File: config.mk
export PLATFORM = sky130hd
export DESIGN_NAME = prefix_dec
export DESIGN_NICKNAME = d
export VERILOG_FILES = /design/src/rtl/prefix_dec_pkg.sv /design/src/rtl/prefix_dec_classify.sv /design/src/rtl/prefix_dec_ctrl.sv /design/src/rtl/prefix_dec_fields.sv /design/src/rtl/prefix_dec.sv
export SDC_FILE = /design/constraint.sdc
export NUM_CORES = 1
export LEC_CHECK = 0
export ABC_AREA = 1
export BUFFER_PORTS_ARGS = -buffer_cell sky130_fd_sc_hd__buf_4
export CORE_UTILIZATION = 53
export DETAILED_ROUTE_END_ITERATION = 10
export GPL_TIMING_DRIVEN = 0
export MAX_ROUTING_LAYER = met4
export PLACE_DENSITY = 0.89
export REMOVE_ABC_BUFFERS = 1
export SYNTH_ARGS = -nofsm -noshare
export SYNTH_HDL_FRONTEND = slang
export SYNTH_SLANG_ARGS = --single-unit
File: constraint.sdc
create_clock -name clk -period 1.73 [get_ports clk]
set_input_delay 0.173 -clock clk [delete_from_list [all_inputs] [get_ports clk]]
set_output_delay 0.173 -clock clk [all_outputs]
set_load 0.1 [all_outputs]
File: src/rtl/prefix_dec_pkg.sv
package prefix_dec_pkg;

    localparam int BYTE_W = 8;
    localparam int MAP_W  = 5;
    localparam int VSEL_W = 4;
    localparam int EXT_W  = 2;
    localparam int PP_W   = 2;
    localparam int KIND_W = 3;

    typedef enum logic [1:0] {
        MODE_REAL = 2'b00,
        MODE_V86  = 2'b01,
        MODE_PROT = 2'b10,
        MODE_LONG = 2'b11
    } mode_e;

    typedef enum logic [KIND_W-1:0] {
        K_PLAIN = 3'd0,
        K_EXT1  = 3'd1,
        K_EXT2  = 3'd2,
        K_SHORT = 3'd3,
        K_WIDE  = 3'd4
    } kind_e;

    typedef enum logic [2:0] {
        C_PLAIN,
        C_EXT1,
        C_EXT2,
        C_WIDE,
        C_SHORT
    } cls_e;

    typedef enum logic [3:0] {
        A_IDLE,
        A_START,
        A_EXT1,
        A_EXT2,
        A_WIDE1,
        A_WIDE2,
        A_SHORT,
        A_OPC
    } act_e;

    typedef enum logic [2:0] {
        ST_IDLE,
        ST_WIDE_A,
        ST_WIDE_B,
        ST_SHORT_A,
        ST_EXT2_A,
        ST_OPCODE,
        ST_EMIT
    } state_e;

    typedef struct packed {
        kind_e              kind;
        logic [EXT_W-1:0]   r;
        logic [EXT_W-1:0]   x;
        logic [EXT_W-1:0]   b;
        logic               w;
        logic               l;
        logic [VSEL_W-1:0]  vvvv;
        logic [PP_W-1:0]    pp;
        logic [MAP_W-1:0]   map;
        logic [BYTE_W-1:0]  opcode;
        logic               ud;
    } rec_t;

endpackage

File: src/rtl/prefix_dec_classify.sv
module prefix_dec_classify
    import prefix_dec_pkg::*;
(
    input  logic [BYTE_W-1:0] cur_byte,
    input  logic [1:0]        mode,
    output cls_e              cls
);
    localparam logic [BYTE_W-1:0] WIDE_LEAD  = 8'hC4;
    localparam logic [BYTE_W-1:0] SHORT_LEAD = 8'hC5;
    localparam logic [BYTE_W-1:0] EXT2_LEAD  = 8'hD5;
    localparam logic [3:0]        EXT1_HI    = 4'h4;

    logic is_long;

    always_comb begin
        is_long = (mode == MODE_LONG);
        cls     = C_PLAIN;
        if (cur_byte == WIDE_LEAD) begin
            cls = C_WIDE;
        end else if (cur_byte == SHORT_LEAD) begin
            cls = C_SHORT;
        end else if (is_long && cur_byte == EXT2_LEAD) begin
            cls = C_EXT2;
        end else if (is_long && cur_byte[BYTE_W-1:4] == EXT1_HI) begin
            cls = C_EXT1;
        end
    end
endmodule

File: src/rtl/prefix_dec_ctrl.sv
module prefix_dec_ctrl
    import prefix_dec_pkg::*;
(
    input  logic       clk,
    input  logic       rst_n,
    input  logic [1:0] mode,
    input  logic       in_valid,
    input  logic [1:0] byte_top,
    input  cls_e       cls,
    output logic       in_ready,
    output logic       rec_valid,
    output act_e       act
);
    state_e state_q;
    state_e state_d;
    logic   vec_ok;
    logic   accept;

    always_ff @(posedge clk or negedge rst_n) begin
        if (!rst_n) begin
            state_q <= ST_IDLE;
        end else begin
            state_q <= state_d;
        end
    end

    always_comb begin
        vec_ok    = (mode == MODE_LONG) || (byte_top == 2'b11);
        in_ready  = 1'b1;
        rec_valid = 1'b0;
        unique case (state_q)
            ST_WIDE_A, ST_SHORT_A: in_ready = vec_ok;
            ST_EMIT: begin
                in_ready  = 1'b0;
                rec_valid = 1'b1;
            end
            default: in_ready = 1'b1;
        endcase
        accept = in_valid && in_ready;
    end

    always_comb begin
        state_d = state_q;
        act     = A_IDLE;
        unique case (state_q)
            ST_IDLE: begin
                if (accept) begin
                    unique case (cls)
                        C_PLAIN: begin act = A_START; state_d = ST_EMIT;    end
                        C_EXT1:  begin act = A_EXT1;  state_d = ST_OPCODE;  end
                        C_EXT2:  begin act = A_START; state_d = ST_EXT2_A;  end
                        C_WIDE:  begin act = A_START; state_d = ST_WIDE_A;  end
                        C_SHORT: begin act = A_START; state_d = ST_SHORT_A; end
                        default: begin act = A_START; state_d = ST_EMIT;    end
                    endcase
                end
            end
            ST_WIDE_A: begin
                if (in_valid && vec_ok) begin
                    act     = A_WIDE1;
                    state_d = ST_WIDE_B;
                end else if (in_valid) begin
                    state_d = ST_EMIT;
                end
            end
            ST_WIDE_B: begin
                if (accept) begin
                    act     = A_WIDE2;
                    state_d = ST_OPCODE;
                end
            end
            ST_SHORT_A: begin
                if (in_valid && vec_ok) begin
                    act     = A_SHORT;
                    state_d = ST_OPCODE;
                end else if (in_valid) begin
                    state_d = ST_EMIT;
                end
            end
            ST_EXT2_A: begin
                if (accept) begin
                    act     = A_EXT2;
                    state_d = ST_OPCODE;
                end
            end
            ST_OPCODE: begin
                if (accept) begin
                    act     = A_OPC;
                    state_d = ST_EMIT;
                end
            end
            ST_EMIT: state_d = ST_IDLE;
            default: state_d = ST_IDLE;
        endcase
    end
endmodule

File: src/rtl/prefix_dec_fields.sv
module prefix_dec_fields
    import prefix_dec_pkg::*;
(
    input  logic              clk,
    input  logic              rst_n,
    input  logic [1:0]        mode,
    input  act_e              act,
    input  logic [BYTE_W-1:0] cur_byte,
    output rec_t              rec
);
    localparam logic [MAP_W-1:0] MAP_LO = 5'd1;
    localparam logic [MAP_W-1:0] MAP_HI = 5'd3;

    logic is_long;
    logic real_like;
    logic map_bad;

    always_comb begin
        is_long   = (mode == MODE_LONG);
        real_like = (mode == MODE_REAL) || (mode == MODE_V86);
        map_bad   = (cur_byte[MAP_W-1:0] < MAP_LO) || (cur_byte[MAP_W-1:0] > MAP_HI);
    end

    always_ff @(posedge clk or negedge rst_n) begin
        if (!rst_n) begin
            rec <= '0;
        end else begin
            unique case (act)
                A_START: begin
                    rec        <= '0;
                    rec.opcode <= cur_byte;
                end
                A_EXT1: begin
                    rec      <= '0;
                    rec.kind <= K_EXT1;
                    rec.w    <= cur_byte[3];
                    rec.r    <= {1'b0, cur_byte[2]};
                    rec.x    <= {1'b0, cur_byte[1]};
                    rec.b    <= {1'b0, cur_byte[0]};
                end
                A_EXT2: begin
                    rec.kind <= K_EXT2;
                    rec.map  <= {{(MAP_W-1){1'b0}}, cur_byte[7]};
                    rec.r    <= {cur_byte[6], cur_byte[2]};
                    rec.x    <= {cur_byte[5], cur_byte[1]};
                    rec.b    <= {cur_byte[4], cur_byte[0]};
                    rec.w    <= cur_byte[3];
                end
                A_WIDE1: begin
                    rec.kind <= K_WIDE;
                    rec.r    <= {1'b0, is_long & ~cur_byte[7]};
                    rec.x    <= {1'b0, is_long & ~cur_byte[6]};
                    rec.b    <= {1'b0, is_long & ~cur_byte[5]};
                    rec.map  <= cur_byte[MAP_W-1:0];
                    rec.ud   <= real_like | map_bad;
                end
                A_WIDE2: begin
                    rec.w    <= cur_byte[7];
                    rec.vvvv <= {is_long & ~cur_byte[6], ~cur_byte[5:3]};
                    rec.l    <= cur_byte[2];
                    rec.pp   <= cur_byte[1:0];
                end
                A_SHORT: begin
                    rec.kind <= K_SHORT;
                    rec.r    <= {1'b0, is_long & ~cur_byte[7]};
                    rec.vvvv <= {is_long & ~cur_byte[6], ~cur_byte[5:3]};
                    rec.l    <= cur_byte[2];
                    rec.pp   <= cur_byte[1:0];
                    rec.map  <= MAP_LO;
                    rec.ud   <= real_like;
                end
                A_OPC: rec.opcode <= cur_byte;
                default: rec <= rec;
            endcase
        end
    end
endmodule

File: src/rtl/prefix_dec.sv
module prefix_dec
    import prefix_dec_pkg::*;
(
    input  logic                 clk,
    input  logic                 rst_n,
    input  logic [1:0]           mode,
    input  logic                 in_valid,
    input  logic [BYTE_W-1:0]    in_byte,
    output logic                 in_ready,
    output logic                 rec_valid,
    output logic [KIND_W-1:0]    rec_kind,
    output logic [EXT_W-1:0]     rec_r,
    output logic [EXT_W-1:0]     rec_x,
    output logic [EXT_W-1:0]     rec_b,
    output logic                 rec_w,
    output logic                 rec_l,
    output logic [VSEL_W-1:0]    rec_vvvv,
    output logic [PP_W-1:0]      rec_pp,
    output logic [MAP_W-1:0]     rec_map,
    output logic [BYTE_W-1:0]    rec_opcode,
    output logic                 rec_ud
);
    cls_e cls;
    act_e act;
    rec_t rec;

    prefix_dec_classify u_cls (
        .cur_byte (in_byte),
        .mode     (mode),
        .cls      (cls)
    );

    prefix_dec_ctrl u_ctrl (
        .clk       (clk),
        .rst_n     (rst_n),
        .mode      (mode),
        .in_valid  (in_valid),
        .byte_top  (in_byte[BYTE_W-1:BYTE_W-2]),
        .cls       (cls),
        .in_ready  (in_ready),
        .rec_valid (rec_valid),
        .act       (act)
    );

    prefix_dec_fields u_fld (
        .clk      (clk),
        .rst_n    (rst_n),
        .mode     (mode),
        .act      (act),
        .cur_byte (in_byte),
        .rec      (rec)
    );

    assign rec_kind   = rec.kind;
    assign rec_r      = rec.r;
    assign rec_x      = rec.x;
    assign rec_b      = rec.b;
    assign rec_w      = rec.w;
    assign rec_l      = rec.l;
    assign rec_vvvv   = rec.vvvv;
    assign rec_pp     = rec.pp;
    assign rec_map    = rec.map;
    assign rec_opcode = rec.opcode;
    assign rec_ud     = rec.ud;
endmodule

==> results list <==
- Number of max-slew violations in the final report: 0
- Synthesized cell area: 1850 um^2
- Pre-CTS worst setup slack: -293 ps
- Relative slew slack: 66.2%
* Clock-pin transition on the worst setup and hold timing paths: 100 ps
- For this run, the total global-route usage over all layers was measured as 26.7%.
- The tool flagged a number of max-cap violations equal to 0.
* Startpoint of the most critical register-to-register path: u_ctrl.state_q[2]
- Starting density of the core: 55.5%
- Count of final setup violators: 0
- IO buf count: 45
- Worst hold path class: in2reg
- Wire length of the first global-routing pass: 7000 um
- Worst Path Arrival: 1530 ps
- The clock passes through at most 2 buffers.
- Dividing the detail-routed wire length by the instance count gives 14.3 um.
* Terminating pin of the worst hold path: u_fld.rec[17]
- Slew @ Worst Pin: 503 ps
- Via count of the routed design: 1,741
- Worst flop-to-flop path endpoint: u_fld.rec[1]
- For this block, the initial DRC count from the detailed router was 129.
* Leading register cell type out of synthesis: sky130_fd_sc_hd__dfrtp_1
- Register bit count reported by yosys: 34
* Worst-case hold slack: 12.4 ps
* Drt pass-1 iters: 5
* Sequential area share after synthesis: 45.9%
- Cell depth of the worst hold path: 2
* Cell taking the most area after synthesis: sky130_fd_sc_hd__dfrtp_1
- In this run the worst path has a maximum fanout of 8.
- Number of vias per cell: 5.53
- Worst Setup End Kind: primary output
- Clock buffer count from CTS: 5
* Area of the die: 3730 um^2
- Number of H-tree branching levels: 2
- For this design the top-level I/O count stands at 46.
- TritonCTS clock tree: done
* Largest clock skew in the final design: 3.29 ps
* Master cell of the clock root buffer: sky130_fd_sc_hd__clkbuf_4
* Initial antenna violation count: 0
- Core ar.: 3340 um^2
- Chip Width: 61.1 um
* Worst Min Path Start: in_byte[4]
* Final instance count without filler cells: 315
* Area of all placed cells without fillers: 2330 um^2
- After synthesis, the netlist uses 29 different library cells.
- Fin crit period: 1700 ps
- Count of flip-flops with a built-in enable after synthesis: 0
- For this block, the routed nets add up to 4500 um of wire.
- Static timing analysis puts the maximum clock frequency at 0.588 GHz.
- Type of the setup path with the least slack: reg2out
* Antenna-violating nets left: 0
- Data required time at the worst endpoint: 1560 ps
- Share of synthesized flip-flops with an asynchronous set or reset: 100%
* Clock latency on the worst-skew pair: 340 ps
- Remaining Overflow, GRT: 0
- The worst register-to-register path has a depth of 5.
- Number of global-route vias before repair: 1,579
* Number of warnings printed during yosys synthesis: 0
- GPL Wtd Cong: 0.965
* Share of post-route cells with drive strength above 1: 34.9%
- At the end of the flow, the number of nets in the layout was 281.
- Post-synthesis area per instance: 8.49 um^2
* Final WS setup: 28.4 ps
- After layout, the worst path uses 98.4% of the clock period.
- Measured along the y axis, the die boundary spans 61.1 um.
- In the routed design, unresolved DRC markers number 0.
* Critical path launch point type: flop
- R2R setup slack: 120 ps
- Synthesis produced 218 cells.
* Dominant cells by area after synthesis: sky130_fd_sc_hd__dfrtp_1, sky130_fd_sc_hd__nand2_1, sky130_fd_sc_hd__nand3_1
- The initialized floorplan defines 21 standard-cell rows.
- Entering global routing, the biggest net connects 35 pins.
- The run finished with clean final reports.
- Area delta synth->final: 25.9%
- Post-synth top area share: 45.9%
- Detailed Place HPWL: 3100 um
- Fill cells in the final layout number 273.
- Counting every sink on the clock net gives 34.
* Endpoints failing hold: 0
* Standard cell area after detailed placement: 2200 um^2
* RSZ-0062 raised after global routing: true
- The number of placed instances, taps included, is 303.
- Diodes inserted: 0
## worst max-delay path, stage by stage, from the launching register on
cell and delay [ps]:
sky130_fd_sc_hd__dfrtp_2 430, sky130_fd_sc_hd__inv_2 180, sky130_fd_sc_hd__nor2_2 100, sky130_fd_sc_hd__a21oi_2 260, sky130_fd_sc_hd__buf_12 210
## timing repair
item | 4_1_cts | 5_1_grt
hold buffers | 1 | 0
cloned | 0 | 1
endpoints found under the hold margin | 34 | 0
gates resized for setup | 7 | 2
setup buffers | 2 | 0
endpoints found under the setup margin | 33 | 12
pin swaps | 0 | 2
## cell usage in the layout, fill, tap and decap left out, types with 2 or more instances in the layout
master,count
sky130_fd_sc_hd__a21oi_1,2
sky130_fd_sc_hd__buf_4,46
sky130_fd_sc_hd__clkbuf_4,5
sky130_fd_sc_hd__dfrtp_1,31
sky130_fd_sc_hd__dfrtp_2,3
sky130_fd_sc_hd__inv_1,23
sky130_fd_sc_hd__inv_2,3
sky130_fd_sc_hd__inv_4,2
sky130_fd_sc_hd__nand2_1,42
sky130_fd_sc_hd__nand2_2,3
sky130_fd_sc_hd__nand3_1,31
sky130_fd_sc_hd__nand3_2,7
sky130_fd_sc_hd__nand4_1,5
sky130_fd_sc_hd__nand4_2,2
sky130_fd_sc_hd__nand4_4,2
sky130_fd_sc_hd__nor2_1,10
sky130_fd_sc_hd__nor2_2,2
sky130_fd_sc_hd__nor2_4,5
sky130_fd_sc_hd__nor3_1,2
sky130_fd_sc_hd__o211ai_1,3
sky130_fd_sc_hd__o21ai_0,16
sky130_fd_sc_hd__o21ai_1,5
sky130_fd_sc_hd__o21ai_2,7
sky130_fd_sc_hd__o22ai_1,2
## worst max-delay path by stage
| stage | from | to | cells after the start |
|---|---|---|---|
| final | u_ctrl.state_q[0] | in_ready | 4 |
| after floorplan | u_ctrl.state_q[2] | u_ctrl.state_q[2] | 7 |
| after detailed placement | u_ctrl.state_q[0] | u_fld.rec[1] | 5 |
| after global routing | u_ctrl.state_q[0] | in_ready | 4 |
| after global placement | u_ctrl.state_q[0] | u_fld.rec[21] | 8 |
| after CTS | u_ctrl.state_q[1] | u_fld.rec[1] | 5 |
## area by class of cell
| class | count | area [um^2] | area share [%] |
|---|---|---|---|
| clock inverter | 2 | 12.5 | 0.537 |
| tap | 46 | 57.6 | 2.47 |
| clock buffer | 6 | 51.3 | 2.20 |
| inverter | 28 | 110 | 4.72 |
| sequential | 34 | 855 | 36.7 |
| multi-input combinational | 151 | 870 | 37.3 |
| timing repair buffer | 48 | 375 | 16.1 |
## sequential cells by signal, indices dropped and copies added (netlist names)
signal / flops
u_ctrl.state_q: 3
u_fld.rec: 31
## layer usage
layer	track usage (%)	share of wire [%]	vias up
met5	-	0	-
met4	11.0	2.2	0
met3	5.46	9.2	14
met2	43.0	47	101
met1	32.8	41	790
li1	-	-	836
## logic make-up (layout without fill, tap and decap cells)
kind of cell	after synthesis	count (layout)	synth area share [%]
AND/OR/NAND/NOR	112	113	32.7
flip-flops	34	34	45.9
AO/OA/AOI/OAI	38	38	12.7
buffers and inverters	34	84	8.65
## cell usage after synthesis, types with 3 or more instances
master	number
sky130_fd_sc_hd__buf_4	3
sky130_fd_sc_hd__dfrtp_1	34
sky130_fd_sc_hd__inv_1	23
sky130_fd_sc_hd__inv_2	3
sky130_fd_sc_hd__nand2_1	42
sky130_fd_sc_hd__nand2_2	3
sky130_fd_sc_hd__nand3_1	31
sky130_fd_sc_hd__nand3_2	7
sky130_fd_sc_hd__nand4_1	5
sky130_fd_sc_hd__nor2_1	11
sky130_fd_sc_hd__nor2_4	4
sky130_fd_sc_hd__o211ai_1	3
sky130_fd_sc_hd__o21ai_0	16
sky130_fd_sc_hd__o21ai_1	5
sky130_fd_sc_hd__o21ai_2	7
## stage by stage
stage,utilization [%],TNS [ps]
after floorplan,-,-5760
after global placement,65.8,-4360
after detailed placement,65.8,-4810
after CTS,69.3,0
after global routing,69.9,-13.6
final,69.9,0
Power is not shown: default switching activity piles up to over one toggle a cycle in this logic, so the estimate is an artifact.
